## src/rtl/pwm_tmr_pkg.sv

```systemverilog
package pwm_tmr_pkg;

  // Byte offsets of the register map
  localparam int unsigned OFS_PARAM   = 32'h04;
  localparam int unsigned OFS_GLOBAL  = 32'h08;
  localparam int unsigned OFS_CTRL    = 32'h10;
  localparam int unsigned OFS_COUNT   = 32'h14;
  localparam int unsigned OFS_PERIOD  = 32'h18;
  localparam int unsigned OFS_CH_BASE = 32'h20;
  localparam int unsigned CH_STRIDE   = 8;
  localparam int unsigned CH_CMP_OFS  = 4;

  // Counter mode field
  typedef enum logic [1:0] {
    CM_STOP = 2'b00,
    CM_INC  = 2'b01,
    CM_RSV2 = 2'b10,
    CM_RSV3 = 2'b11
  } cmode_e;

  // Channel output level field
  typedef enum logic [1:0] {
    LVL_OFF  = 2'b00,
    LVL_INV  = 2'b01,
    LVL_NORM = 2'b10,
    LVL_RSVD = 2'b11
  } lvl_e;

  // Channel control bit positions
  localparam int unsigned CHB_FLAG = 7;
  localparam int unsigned CHB_EDGE = 5;
  localparam int unsigned CHB_AUX  = 4;
  localparam int unsigned CHB_LVL  = 2;

  function automatic logic [7:0] pack_chctl(input logic flag, input logic edge_sel,
                                            input logic aux_sel, input lvl_e lvl);
    pack_chctl = {flag, 1'b0, edge_sel, aux_sel, lvl, 2'b00};
  endfunction

endpackage

```

## src/rtl/pwm_prescaler.sv

```systemverilog
module pwm_prescaler #(
  parameter int unsigned PS_W = 3
) (
  input  logic            clk,
  input  logic            rst_n,
  input  logic            run,
  input  logic [PS_W-1:0] ps,
  output logic            tick
);
  localparam int unsigned DIV_W = (1 << PS_W) - 1;

  logic [DIV_W-1:0] div_q, div_d, mask;

  always_comb begin
    mask = ~({DIV_W{1'b1}} << ps);
    tick = run && ((div_q & mask) == mask);
    div_d = run ? div_q + 1'b1 : '0;
  end

  always_ff @(posedge clk or negedge rst_n) begin
    if (!rst_n) div_q <= '0;
    else        div_q <= div_d;
  end
endmodule

```

## src/rtl/pwm_counter.sv

```systemverilog
module pwm_counter #(
  parameter int unsigned CNT_W = 16
) (
  input  logic             clk,
  input  logic             rst_n,
  input  logic             tick,
  input  logic             immediate,
  input  logic             cnt_clr,
  input  logic             per_wr,
  input  logic [CNT_W-1:0] wdata,
  output logic [CNT_W-1:0] cnt_q,
  output logic [CNT_W-1:0] per_act,
  output logic             wrap
);
  logic [CNT_W-1:0] cnt_d, per_act_d, per_buf_q, per_buf_d;
  logic             pend_q, pend_d;

  assign wrap = tick && (cnt_q >= per_act);

  always_comb begin
    cnt_d     = cnt_q;
    per_act_d = per_act;
    per_buf_d = per_buf_q;
    pend_d    = pend_q;

    if (cnt_clr)   cnt_d = '0;
    else if (wrap) cnt_d = '0;
    else if (tick) cnt_d = cnt_q + 1'b1;

    if (wrap && pend_q) begin
      per_act_d = per_buf_q;
      pend_d    = 1'b0;
    end

    if (per_wr) begin
      if (immediate) begin
        per_act_d = wdata;
        pend_d    = 1'b0;
      end else begin
        per_buf_d = wdata;
        pend_d    = 1'b1;
      end
    end
  end

  always_ff @(posedge clk or negedge rst_n) begin
    if (!rst_n) begin
      cnt_q     <= '0;
      per_act   <= '0;
      per_buf_q <= '0;
      pend_q    <= 1'b0;
    end else begin
      cnt_q     <= cnt_d;
      per_act   <= per_act_d;
      per_buf_q <= per_buf_d;
      pend_q    <= pend_d;
    end
  end
endmodule

```

## src/rtl/pwm_channel.sv

```systemverilog
module pwm_channel
  import pwm_tmr_pkg::*;
#(
  parameter int unsigned CNT_W = 16
) (
  input  logic             clk,
  input  logic             rst_n,
  input  logic             ctl_wr,
  input  logic             cmp_wr,
  input  logic [7:0]       ctl_wdata,
  input  logic [CNT_W-1:0] cmp_wdata,
  input  logic             immediate,
  input  logic             wrap,
  input  logic             counting,
  input  logic [CNT_W-1:0] cnt,
  output logic [7:0]       ctl_rd,
  output logic [CNT_W-1:0] cmp_act,
  output logic             pwm_o
);
  logic             flag_q, flag_d;
  logic             edge_q, edge_d;
  logic             aux_q, aux_d;
  lvl_e             lvl_q, lvl_d;
  logic [CNT_W-1:0] cmp_act_d, cmp_buf_q, cmp_buf_d;
  logic             pend_q, pend_d;
  logic             out_d;
  logic             hit, below;

  assign hit    = counting && (cnt == cmp_act);
  assign below  = cnt < cmp_act;
  assign ctl_rd = pack_chctl(flag_q, edge_q, aux_q, lvl_q);

  always_comb begin
    flag_d    = flag_q;
    edge_d    = edge_q;
    aux_d     = aux_q;
    lvl_d     = lvl_q;
    cmp_act_d = cmp_act;
    cmp_buf_d = cmp_buf_q;
    pend_d    = pend_q;

    if (ctl_wr) begin
      edge_d = ctl_wdata[CHB_EDGE];
      aux_d  = ctl_wdata[CHB_AUX];
      lvl_d  = lvl_e'(ctl_wdata[CHB_LVL+1:CHB_LVL]);
      if (ctl_wdata[CHB_FLAG]) flag_d = 1'b0;
    end
    if (hit) flag_d = 1'b1;

    if (wrap && pend_q) begin
      cmp_act_d = cmp_buf_q;
      pend_d    = 1'b0;
    end
    if (cmp_wr) begin
      if (immediate) begin
        cmp_act_d = cmp_wdata;
        pend_d    = 1'b0;
      end else begin
        cmp_buf_d = cmp_wdata;
        pend_d    = 1'b1;
      end
    end

    out_d = 1'b0;
    if (edge_q) begin
      unique case (lvl_q)
        LVL_NORM: out_d = below;
        LVL_INV:  out_d = ~below;
        default:  out_d = 1'b0;
      endcase
    end
  end

  always_ff @(posedge clk or negedge rst_n) begin
    if (!rst_n) begin
      flag_q    <= 1'b0;
      edge_q    <= 1'b0;
      aux_q     <= 1'b0;
      lvl_q     <= LVL_OFF;
      cmp_act   <= '0;
      cmp_buf_q <= '0;
      pend_q    <= 1'b0;
      pwm_o     <= 1'b0;
    end else begin
      flag_q    <= flag_d;
      edge_q    <= edge_d;
      aux_q     <= aux_d;
      lvl_q     <= lvl_d;
      cmp_act   <= cmp_act_d;
      cmp_buf_q <= cmp_buf_d;
      pend_q    <= pend_d;
      pwm_o     <= out_d;
    end
  end
endmodule

```

## src/rtl/shared_pwm_timer.sv

```systemverilog
module shared_pwm_timer
  import pwm_tmr_pkg::*;
#(
  parameter int unsigned NCH    = 4,
  parameter int unsigned ADDR_W = 8,
  parameter int unsigned DATA_W = 32,
  parameter int unsigned CNT_W  = 16,
  parameter int unsigned PS_W   = 3
) (
  input  logic              clk,
  input  logic              rst_n,
  input  logic              bus_wr,
  input  logic [ADDR_W-1:0] bus_addr,
  input  logic [DATA_W-1:0] bus_wdata,
  output logic [DATA_W-1:0] bus_rdata,
  output logic [NCH-1:0]    pwm_out
);
  localparam int unsigned CM_LSB = PS_W;

  // reset: asserted asynchronously, released after two clocks
  logic [1:0] rst_sync_q;
  logic       rst_q;
  always_ff @(posedge clk or negedge rst_n) begin
    if (!rst_n) rst_sync_q <= '0;
    else        rst_sync_q <= {rst_sync_q[0], 1'b1};
  end
  assign rst_q = rst_sync_q[1];

  // address decode
  logic sel_param, sel_global, sel_ctrl, sel_count, sel_period;
  logic [NCH-1:0] sel_ch_ctl, sel_ch_cmp;
  assign sel_param  = bus_addr == ADDR_W'(OFS_PARAM);
  assign sel_global = bus_addr == ADDR_W'(OFS_GLOBAL);
  assign sel_ctrl   = bus_addr == ADDR_W'(OFS_CTRL);
  assign sel_count  = bus_addr == ADDR_W'(OFS_COUNT);
  assign sel_period = bus_addr == ADDR_W'(OFS_PERIOD);

  // global control register
  logic [PS_W-1:0] ps_q, ps_d;
  cmode_e          cmod_q, cmod_d;
  logic            counting, immediate;

  always_comb begin
    ps_d   = ps_q;
    cmod_d = cmod_q;
    if (bus_wr && sel_ctrl) begin
      ps_d   = bus_wdata[PS_W-1:0];
      cmod_d = cmode_e'(bus_wdata[CM_LSB+1:CM_LSB]);
    end
  end

  always_ff @(posedge clk or negedge rst_q) begin
    if (!rst_q) begin
      ps_q   <= '0;
      cmod_q <= CM_STOP;
    end else begin
      ps_q   <= ps_d;
      cmod_q <= cmod_d;
    end
  end

  assign counting  = cmod_q == CM_INC;
  assign immediate = cmod_q == CM_STOP;

  // shared time base
  logic             tick, wrap;
  logic [CNT_W-1:0] cnt_q, per_act;

  pwm_prescaler #(.PS_W(PS_W)) u_psc (
    .clk  (clk),
    .rst_n(rst_q),
    .run  (counting),
    .ps   (ps_q),
    .tick (tick)
  );

  pwm_counter #(.CNT_W(CNT_W)) u_cnt (
    .clk      (clk),
    .rst_n    (rst_q),
    .tick     (tick),
    .immediate(immediate),
    .cnt_clr  (bus_wr && sel_count),
    .per_wr   (bus_wr && sel_period),
    .wdata    (bus_wdata[CNT_W-1:0]),
    .cnt_q    (cnt_q),
    .per_act  (per_act),
    .wrap     (wrap)
  );

  // channels
  logic [NCH-1:0][7:0]       ch_ctl_rd;
  logic [NCH-1:0][CNT_W-1:0] ch_cmp;

  for (genvar g = 0; g < NCH; g++) begin : g_ch
    assign sel_ch_ctl[g] = bus_addr == ADDR_W'(OFS_CH_BASE + CH_STRIDE * g);
    assign sel_ch_cmp[g] = bus_addr == ADDR_W'(OFS_CH_BASE + CH_STRIDE * g + CH_CMP_OFS);

    pwm_channel #(.CNT_W(CNT_W)) u_ch (
      .clk      (clk),
      .rst_n    (rst_q),
      .ctl_wr   (bus_wr && sel_ch_ctl[g]),
      .cmp_wr   (bus_wr && sel_ch_cmp[g]),
      .ctl_wdata(bus_wdata[7:0]),
      .cmp_wdata(bus_wdata[CNT_W-1:0]),
      .immediate(immediate),
      .wrap     (wrap),
      .counting (counting),
      .cnt      (cnt_q),
      .ctl_rd   (ch_ctl_rd[g]),
      .cmp_act  (ch_cmp[g]),
      .pwm_o    (pwm_out[g])
    );
  end

  // read mux
  always_comb begin
    bus_rdata = '0;
    if (sel_param)       bus_rdata = DATA_W'(NCH[7:0]);
    else if (sel_global) bus_rdata = '0;
    else if (sel_ctrl)   bus_rdata = DATA_W'({cmod_q, ps_q});
    else if (sel_count)  bus_rdata = DATA_W'(cnt_q);
    else if (sel_period) bus_rdata = DATA_W'(per_act);
    for (int i = 0; i < NCH; i++) begin
      if (sel_ch_ctl[i]) bus_rdata = DATA_W'(ch_ctl_rd[i]);
      if (sel_ch_cmp[i]) bus_rdata = DATA_W'(ch_cmp[i]);
    end
  end

  logic unused_wdata;
  assign unused_wdata = ^bus_wdata[DATA_W-1:CNT_W];
endmodule

```

## config.mk

```make
export PLATFORM = sky130hd
export DESIGN_NAME = shared_pwm_timer
export DESIGN_NICKNAME = d
export VERILOG_FILES = /design/src/rtl/pwm_tmr_pkg.sv /design/src/rtl/pwm_prescaler.sv /design/src/rtl/pwm_counter.sv /design/src/rtl/pwm_channel.sv /design/src/rtl/shared_pwm_timer.sv
export SDC_FILE = /design/constraint.sdc
export NUM_CORES = 1
export LEC_CHECK = 0
export ABC_CLOCK_PERIOD_IN_PS = 8000
export BUFFER_PORTS_ARGS = -buffer_cell sky130_fd_sc_hd__buf_2
export CAP_MARGIN = 40
export CORE_MARGIN = 1.5
export CORE_UTILIZATION = 60
export CTS_CLUSTER_DIAMETER = 100
export DETAILED_ROUTE_END_ITERATION = 7
export PLACE_DENSITY = 0.79
export SLEW_MARGIN = 20
export SYNTH_ARGS = -nofsm -noshare
export SYNTH_HDL_FRONTEND = slang
export SYNTH_SLANG_ARGS = --single-unit
```

## constraint.sdc

```tcl
create_clock -name clk -period 8 [get_ports clk]
set_input_delay 1.2 -clock clk [delete_from_list [all_inputs] [get_ports clk]]
set_output_delay 1.2 -clock clk [all_outputs]
set_load 0.1 [all_outputs]
```

Word-level counts from Yosys, hierarchy flattened

Cells that the tools add are included.

Output and inout bits: 36
Input bits: 43
Flip-flop bits (word level): 219
Logic and storage cells: 188

Reduce and logical (&&, ||, !) cells: 46
Equal/unequal tests: 27
Shift operators: 1
Add/sub/neg operators: 2
Bitwise gates (word level): 7
Multiplexer cells: 60
Order comparisons: 5

Operator list:

| cell                    | count |
|---|---|
| $mux W16                | 22 |
| $mux W32                | 9 |
| $eq A16 B16 Y1          | 4 |
| $eq A8 B6 Y1 const B    | 8 |
| $lt A16 B16 Y1          | 4 |
| $reduce_bool A2 Y1      | 13 |
| $eq A8 B5 Y1 const B    | 3 |
| $mux W1                 | 24 |
| $logic_and A1 B1 Y1     | 22 |
| $reduce_and A2 Y1       | 9 |
| $add A16 B1 Y16 const B | 1 |
| $ge A16 B16 Y1          | 1 |
| $eq A2 B1 Y1 const B    | 5 |
| $eq A2 B2 Y1 const B    | 4 |
| $eq A8 B3 Y1 const B    | 1 |
| $eq A8 B4 Y1 const B    | 1 |
| $pmux W1 S2             | 4 |
| $add A7 B1 Y7 const B   | 1 |
| $and A7 B7 Y7           | 1 |
| $eq A7 B7 Y1            | 1 |
| $mux W7                 | 1 |
| $not A7 Y7              | 1 |
| $shl A7 B3 Y7 const A   | 1 |
| $not A1 Y1              | 5 |
| other kinds (2)         | 2 |

Depth between registers and ports, before layout

Gate-level depths: netlist of the first run.

Depth in word-level cells: 14
Depth in mapped cells: 10
Mapped depth without buffers: 8

Hierarchy

From an unflattened synthesis of the first run, not the netlist that was laid out.

Cells, all modules: 1380
Area total of the unflattened synthesis: 13674.4 sq um

Modules (own cells, without submodules):

| module           | area each (sq um) | sequential area each (sq um) | cells an instance | instances |
|---|---|---|---|---|
| pwm_channel      | 2074.5            | 975.9                        | 188               | 4 |
| pwm_counter      | 3145.5            | 1226.2                       | 336               | 1 |
| shared_pwm_timer | 1873.0            | 175.2                        | 256               | 1 |
| pwm_prescaler    | 357.8             | 175.2                        | 36                | 1 |

Least setup slack after synthesis of the first run

OpenSTA, ideal clock, no wires.

Path kind: in2out
Start point: input port bus_addr[5]
End point: output port bus_rdata[3]
Required time: 6.800 ns
Setup slack: 2.085 ns
Stages on the path: 7
Data arrival time: 4.715 ns
Path buffers: 1
Path through: or4b_1 buf_2 nor3_2 o21ai_1 o21ai_0 o22ai_1 a221oi_1

Longest elaborated chain between the ends: 14
Elaborated cells on any way between the ends: 26
Those cells by class: 13 x eq/ne; 13 x mux

RTL lines:

| item               | line                    | source |
|---|---|---|
| start: declaration | shared_pwm_timer.sv:13  | `input logic [ADDR_W-1:0] bus_addr,` |
| $eq A8 B5 Y1       | shared_pwm_timer.sv:36  | `assign sel_period = bus_addr == ADDR_W'(OFS_PERIOD);` |
| $mux W16           | shared_pwm_timer.sv:122 | `else if (sel_period) bus_rdata = DATA_W'(per_act);` |
| $mux W16           | shared_pwm_timer.sv:121 | `else if (sel_count) bus_rdata = DATA_W'(cnt_q);` |
| $mux W16           | shared_pwm_timer.sv:120 | `else if (sel_ctrl) bus_rdata = DATA_W'({cmod_q, ps_q});` |
| $mux W16           | shared_pwm_timer.sv:119 | `else if (sel_global) bus_rdata = '0;` |
| $mux W32           | shared_pwm_timer.sv:118 | `if (sel_param) bus_rdata = DATA_W'(NCH[7:0]);` |
| $mux W32           | shared_pwm_timer.sv:124 | `if (sel_ch_ctl[i]) bus_rdata = DATA_W'(ch_ctl_rd[i]);` |
| $mux W32           | shared_pwm_timer.sv:125 | `if (sel_ch_cmp[i]) bus_rdata = DATA_W'(ch_cmp[i]);` |
| $mux W32           | shared_pwm_timer.sv:124 |  |
| $mux W32           | shared_pwm_timer.sv:125 |  |
| $mux W32           | shared_pwm_timer.sv:124 |  |
| $mux W32           | shared_pwm_timer.sv:125 |  |
| $mux W32           | shared_pwm_timer.sv:124 |  |
| $mux W32 *         | shared_pwm_timer.sv:125 |  |
| end: declaration   | shared_pwm_timer.sv:15  | `output logic [DATA_W-1:0] bus_rdata,` |

Mark *: on every way between the ends. The rest lies on a longest branch, timed or not.

Final worst setup path of the first run

Start point: input port bus_addr[3]
End point: output port bus_rdata[5]

Same word-level chain as after synthesis.

==> flow_metrics.env, run 1 <==
export IMPL_start_util_pct=61.8
export IMPL_first_pass_iters=6
export IMPL_grt_pass1_wl_um=61000
export IMPL_pin_count=79
export IMPL_wl_per_cell_um=24.0
export IMPL_fill_cells=1679
export IMPL_min_period_over_period_pct=64.4
export IMPL_num_vias=11322
export IMPL_critPathCaptureType="output pin"
export IMPL_drt_wl_total_um=39600
export IMPL_cpMostUsedCell="buf_2"
export IMPL_slew_violations=0
export IMPL_worstMarginPinSlew_ns=0.844
export IMPL_timing_rr_start="u_cnt.cnt_q[5]"
export IMPL_p_per_area_nw_per_um2=192
export IMPL_grt_pass1_vias=10789
export IMPL_finalSetupViolations=0
export IMPL_p_leak_nw=6.97
export IMPL_diodes=0
export IMPL_vias_per_cell=6.88
export IMPL_rrSetupSlack_ns=4.44
export IMPL_die_height_um=151
export IMPL_dp_hpwl_um=26900
export IMPL_period_minus_slack_ns=5.15
export IMPL_cts_tree="done"
export IMPL_cts_buffer_depth=3
export IMPL_syn2layout_area_growth_pct=8.55
export IMPL_num_nets_final=1478
export IMPL_ys_ff_latch=219
export IMPL_fmax_ghz=0.194
export IMPL_crit_path_max_incr_delay_ns=0.75
export IMPL_worstPathMaxFanout=18
export IMPL_fp_dieW_um=151
export IMPL_yosysWarningCount=0
export IMPL_gp_congestion=0.933
export IMPL_ctsHoldBuffers=0
export IMPL_setup_tns_ns=0
export IMPL_cts_sinks=219
export IMPL_crit_type="input pin to output pin"
export IMPL_cts_setup_buffers=0
export IMPL_cp_arrival_ns=3.95
export IMPL_clk_pin_slew_ns=0.06
export IMPL_drc_errors=0
export IMPL_rsz0062_at_grt="no"
export IMPL_worstPathCellList="buf_2 > or3b_1 > nor3_4 > a221oi_1 > a21oi_1 > a2bb2oi_1 > buf_2"
export IMPL_synth_enable_flop_cells=0
export IMPL_slew_limit_headroom_pct=42.9
export IMPL_maxCapViolCount=0
export IMPL_cts_buffers=25
export IMPL_ys_seq_area_share_pct=41.7
export IMPL_ctsRootBufferMaster="clkbuf_16"
export IMPL_async_flop_share_pct=100
export IMPL_drt_iter0_markers=1459
export IMPL_clk_latency_ns=0.54
export IMPL_crit_slowest_cell="nor3_4"
export IMPL_grt_max_degree=152
export IMPL_hold_path_class="flop to async pin"
export IMPL_hold_viol=0
export IMPL_worstReg2RegEnd="g_ch[3].u_ch.cmp_act[2]"
export IMPL_coreArea_sq_um=21300
export IMPL_syn_inst=1366
export IMPL_drive_above_1_share_pct=16.0
export IMPL_clock_skew_ns=0.00895
export IMPL_yosys_cell_types_count=72
export IMPL_die_area_sq_um=22800
export IMPL_hold_ws_ns=0.176
export IMPL_rr_worst_depth=8
export IMPL_status="complete, no violations"
export IMPL_avgSynthCellArea_sq_um=9.63
export IMPL_cp_start_kind="input pin"
export IMPL_drtAntennaViolNets=0
export IMPL_port_buffers=46
export IMPL_cts_repair_resized=0
export IMPL_antenna_found_initial=0
export IMPL_grtUsageTotal_pct=35.1
export IMPL_worstPathRequired_ns=6.80
export IMPL_synth_main_ff_cell="dfrtp_1"
export IMPL_num_rows=53
export IMPL_htree_levels=1
export IMPL_peakVddDrop_uv=164
export IMPL_synth_area_sq_um=13200
export IMPL_overflow=0
[flip-flops by register name (all words and copies together), names as in the netlist]
register,count
u_cnt.per_buf_q,16
g_ch.u_ch.pwm_o,4
g_ch.u_ch.edge_q,4
rst_sync_q,2
g_ch.u_ch.cmp_buf_q,64
u_cnt.per_act,16
g_ch.u_ch.pend_q,4
g_ch.u_ch.aux_q,4
u_psc.div_q,7
g_ch.u_ch.lvl_q,8
u_cnt.pend_q,1
ps_q,3
g_ch.u_ch.cmp_act,64
cmod_q,2
u_cnt.cnt_q,16
g_ch.u_ch.flag_q,4
[layout by cell type, fill, tap and decap left out, drive strengths merged, types with 4 or more instances in the layout]
cell type,Yosys,final
dfrtp,219,219
nand3b,17,17
a31oi,27,27
nand2b,5,5
a21o,9,9
inv,90,92
a221oi,7,7
and3,10,10
mux2,101,101
o21a,5,5
nor2,114,114
conb,2,17
mux2i,11,11
clkbuf,57,38
a22oi,37,37
buf,64,65
nor2b,9,9
o22ai,9,9
nand4,20,20
nand2,51,51
a41oi,75,75
nand3,37,37
nor4,6,6
ha,82,82
a21oi,102,102
and2,7,7
a211oi,5,5
nor3,9,9
o21ai,126,126
or3,4,4
[logic make-up (layout without fill, tap and decap cells)]
logic type                 Yosys count  in the layout  share of synthesized area (%)
adders and majority gates           82             82                           7.80
AOI/OAI and AO/OA                  432            432                           21.3
muxes                              112            112                           9.71
DFF                                219            219                           41.7
other                                2             17                         0.0571
xor gates and xnor gates             5              5                          0.333
and+or+nand+nor                    303            303                           11.9
buffers and inverters              211            201                           7.24
[routing by layer]
layer  routed length (um)  vias to the layer above  GRT usage, %
li1                     -                     4988             -
met1                15500                     5520          49.2
met2                17800                      711          53.4
met3                 5020                      103          9.55
met4                 1170                        0          10.1
met5                    0                        -             0
[where the power goes]
part           internal (mW)  leakage, nW  switching [mW]
registers               1.15         2.63          0.0768
logic                 0.0948         3.91           0.213
clock network          0.740        0.429           0.471
[stage by stage]
stage | power (mW) | instance area (sq um) | std cells | setup WS, ns | utilization, %
after detailed placement | 1.54 | 13300 | 1597 | 2.92 | 62.7
after global routing | 2.84 | 14300 | 1646 | 2.72 | 67.1
after global placement | 1.53 | 13300 | 1591 | 2.86 | 62.3
after floorplan | 1.44 | 13200 | 1381 | 1.45 | -
final | 2.74 | 14300 | 1646 | 2.85 | 67.1
after CTS | 2.74 | 14200 | 1642 | 2.91 | 66.8
[layout make-up]
type / instances / area (sq um) / share of cell area [%]
well taps: 275 / 344 / 2.41
repair buffers: 66 / 450 / 3.15
clock buffers: 37 / 741 / 5.19
multi-input cells: 951 / 6780 / 47.5
clock inverters: 8 / 136 / 0.955
inverters: 90 / 338 / 2.37
flip-flops and latches: 219 / 5480 / 38.4
[how the worst max path moves through the flow]
stage / start / end / slack [ns] / depth (start not counted)
final: bus_addr[3] / bus_rdata[5] / 2.85 / 7
after global routing: bus_addr[3] / bus_rdata[5] / 2.72 / 7
after CTS: bus_addr[3] / bus_rdata[5] / 2.91 / 7
after detailed placement: bus_addr[3] / bus_rdata[5] / 2.92 / 7
after global placement: bus_addr[2] / bus_rdata[1] / 2.86 / 6
after floorplan: rst_sync_q[1] / cmod_q[0] / 1.45 / 0
[worst max-delay path: cells and delay by family]
family / cells / cell delay, ns
buffers and inverters: 2 / 0.78
AO/OA/AOI/OAI: 3 / 0.60
AND/OR/NAND/NOR: 2 / 1.36
[synthesized netlist by cell type, types with 26 or more instances]
library cell / instances / area, sq um
a31oi_1: 27 / 169
clkbuf_1: 57 / 214
nand2_1: 49 / 184
ha_1: 82 / 1030
a21oi_1: 101 / 505
nand3_1: 37 / 185
dfrtp_1: 219 / 5480
mux2_2: 85 / 957
inv_1: 90 / 338
buf_4: 26 / 195
nor2_1: 111 / 417
o21ai_0: 125 / 626
a22oi_1: 37 / 278
a41oi_1: 75 / 657
Power figures use the tool's default switching activity.
==> run 2: changes to the inputs <==
--- a/config.mk
+++ b/config.mk
@@ -5,14 +5,15 @@
 export SDC_FILE = /design/constraint.sdc
 export NUM_CORES = 1
 export LEC_CHECK = 0
-export ABC_CLOCK_PERIOD_IN_PS = 8000
+export ABC_AREA = 1
+export ABC_CLOCK_PERIOD_IN_PS = 4700
 export BUFFER_PORTS_ARGS = -buffer_cell sky130_fd_sc_hd__buf_2
 export CAP_MARGIN = 40
 export CORE_MARGIN = 1.5
-export CORE_UTILIZATION = 60
+export CORE_UTILIZATION = 56
 export CTS_CLUSTER_DIAMETER = 100
 export DETAILED_ROUTE_END_ITERATION = 7
-export PLACE_DENSITY = 0.79
+export PLACE_DENSITY = 0.77
 export SLEW_MARGIN = 20
 export SYNTH_ARGS = -nofsm -noshare
 export SYNTH_HDL_FRONTEND = slang
==> constraint.sdc (replaced) <==
create_clock -name clk -period 4.7 [get_ports clk]
set_input_delay 0.705 -clock clk [delete_from_list [all_inputs] [get_ports clk]]
set_output_delay 0.705 -clock clk [all_outputs]
set_load 0.1 [all_outputs]
==> flow_metrics.env, run 2 <==
export IMPL_grt_max_degree=108
export IMPL_drt_iter0_markers=1429
export IMPL_maxCapViolCount=0
export IMPL_synth_main_ff_cell="dfrtp_1"
export IMPL_diodes=0
export IMPL_setup_slack_ns=1.15
export IMPL_pin_count=79
export IMPL_die_area_sq_um=24100
export IMPL_grtUsageTotal_pct=32.7
export IMPL_ys_top_cells_by_area="dfrtp_1 42%, nand2_1 11%, ha_1 7.9%"
export IMPL_yosysMostFrequentCell="nand2_1"
export IMPL_vias_per_cell=5.98
export IMPL_netlist_top_cells_count="387 x nand2_1, 248 x inv_1, 219 x dfrtp_1, 195 x o21ai_0, 119 x nand3_1"
export IMPL_worstPathMaxFanout=19
export IMPL_setup_tns_ns=0
export IMPL_clock_skew_ns=0.0153
export IMPL_syn2layout_area_growth_pct=8.93
export IMPL_fp_dieW_um=155
export IMPL_combinationalPowerShare_pct=14.4
export IMPL_status="complete, no violations"
export IMPL_htree_levels=1
export IMPL_gp_congestion=0.983
export IMPL_drt_wl_total_um=38900
export IMPL_pwr_share_clk_pct=42.0
export IMPL_synth_enable_flop_cells=0
export IMPL_critPathCaptureType="output pin"
export IMPL_p_leak_nw=6.92
export IMPL_cts_sinks=219
export IMPL_ys_seq_area_share_pct=42.2
export IMPL_grt_pass1_vias=10980
export IMPL_num_vias=11971
export IMPL_yosys_cell_types_count=45
export IMPL_hold_path_class="flop to async pin"
export IMPL_rsz0062_at_grt="no"
export IMPL_synth_area_sq_um=13000
export IMPL_finalSetupViolations=0
export IMPL_slew_violations=0
export IMPL_grt_pass1_wl_um=61100
export IMPL_fmax_ghz=0.282
export IMPL_dp_slack_ns=1.19
export IMPL_crit_type="input pin to output pin"
export IMPL_fill_cells=1981
export IMPL_period_minus_slack_ns=3.55
export IMPL_hold_viol=0
export IMPL_peakVddDrop_uv=268
export IMPL_final_common_cell="nand2_1"
export IMPL_cts_repair_resized=0
export IMPL_drtAntennaViolNets=0
export IMPL_cts_buffer_depth=3
export IMPL_worstMarginPinSlew_ns=0.754
export IMPL_avgSynthCellArea_sq_um=7.71
export IMPL_p_int_mw=3.25
export IMPL_rr_worst_depth=16
export IMPL_fin_util_pct=62.4
export IMPL_cts_tree="done"
export IMPL_wl_per_cell_um=19.5
export IMPL_start_util_pct=57.2
export IMPL_overflow=0
export IMPL_clk_pin_slew_ns=0.06
export IMPL_drc_errors=0
export IMPL_coreArea_sq_um=22700
export IMPL_cp_start_kind="input pin"
export IMPL_p_per_area_nw_per_um2=323
export IMPL_port_buffers=46
export IMPL_num_nets_final=1825
export IMPL_num_rows=55
export IMPL_yosysWarningCount=0
export IMPL_min_period_over_period_pct=75.6
export IMPL_dp_hpwl_um=28500
export IMPL_slew_limit_headroom_pct=49.6
export IMPL_ys_ff_latch=219
export IMPL_first_pass_iters=6
export IMPL_rrSetupSlack_ns=1.50
export IMPL_hold_ws_ns=0.110
export IMPL_die_height_um=155
export IMPL_antenna_found_initial=1
export IMPL_async_flop_share_pct=100
export IMPL_worstPathRequired_ns=3.99
export IMPL_cts_setup_buffers=0
export IMPL_ctsRootBufferMaster="clkbuf_16"
export IMPL_switching_share_pct=28.7
export IMPL_cp_arrival_ns=2.85
export IMPL_timing_rr_start="u_cnt.cnt_q[0]"
export IMPL_clk_latency_ns=0.55
export IMPL_reg_top3="g_ch.u_ch.cmp_act: 64 flops, g_ch.u_ch.cmp_buf_q: 64 flops"
export IMPL_p_sw_mw=1.31
export IMPL_synth_top_area_share_pct=42.2
export IMPL_worstReg2RegEnd="u_cnt.cnt_q[8]"
export IMPL_syn_inst=1685
export IMPL_mostFrequentLayoutCells="387 x nand2_1, 248 x inv_1, 218 x dfrtp_1"
export IMPL_synth_top_cell_by_area="dfrtp_1"
export IMPL_drive_above_1_share_pct=7.81
export IMPL_seqPwrFrac_pct=43.6
export IMPL_cts_buffers=24
run 2: logic make-up after synthesis:
logic type / count (synthesis) / synth area share (%)
simple gates: 698 / 24.4
other cells: 2 / 0.0578
flops: 219 / 42.2
xor+xnor: 9 / 0.606
compound gates: 327 / 13.5
fa+ha+maj: 82 / 7.89
buf+inv: 348 / 11.4
run 2: how the worst max path moves through the flow:
| stage | slack [ns] | to | start |
|---|---|---|---|
| after floorplan | 0.94 | bus_rdata[5] | bus_addr[1] |
| after global placement | 1.21 | bus_rdata[6] | bus_addr[1] |
| after detailed placement | 1.19 | bus_rdata[5] | bus_addr[1] |
| after CTS | 1.18 | bus_rdata[5] | bus_addr[1] |
| after global routing | 0.95 | bus_rdata[5] | bus_addr[1] |
| final | 1.15 | bus_rdata[5] | bus_addr[1] |
run 2: final cells by class:
cell class                      instances  area [sq um]  area share (%)
Clock buffer                           36           696            4.91
Clock inverter                          6           105           0.742
Inverter                              259           975            6.88
Multi-Input combinational cell       1133          6090            43.0
Sequential cell                       219          5480            38.7
Tap cell                              285           357            2.52
Timing Repair Buffer                   63           450            3.18
run 2: timing repair:
item,4_1_cts,5_1_grt
endpoints found under the hold margin,2,0
endpoints found under the setup margin,0,0
hold buffers,1,0
run 2: power groups by stage:
stage | clock, mW | sequential, mW | combinational, mW
3_5_place_dp | 0 | 2.03 | 0.622
3_3_place_gp | 0 | 2.03 | 0.605
5_1_grt | 2.00 | 2.00 | 0.730
6_report | 1.92 | 1.99 | 0.657
4_1_cts | 1.93 | 2.00 | 0.627
2_1_floorplan | 0 | 2.04 | 0.429
run 2: metrics by stage:
stage	instances	area [sq um]	power [mW]
after floorplan	1700	13100	2.47
after global placement	1951	13200	2.63
after detailed placement	1956	13300	2.65
after CTS	1999	14100	4.56
after global routing	2001	14200	4.73
final	2001	14200	4.57
run 2: critical path: stages:
cell     delay, ns
buf_2         0.12
nor2_4        0.16
nand3_2       0.15
inv_1         0.11
nand2_1       0.38
o21ai_0       0.20
o21ai_0       0.13
nand2_1       0.09
nand2_1       0.06
nand2_1       0.06
nand2_1       0.06
a21oi_1       0.16
buf_2         0.45
run 2: layer usage:
metal / GRT usage, % / up-vias / share of wire [%]
met3: 6.02 / 94 / 9.8
met2: 48.5 / 629 / 43
li1: - / 5558 / -
met1: 47.8 / 5690 / 44
met4: 11.7 / 0 / 3.6
met5: 0 / - / 0
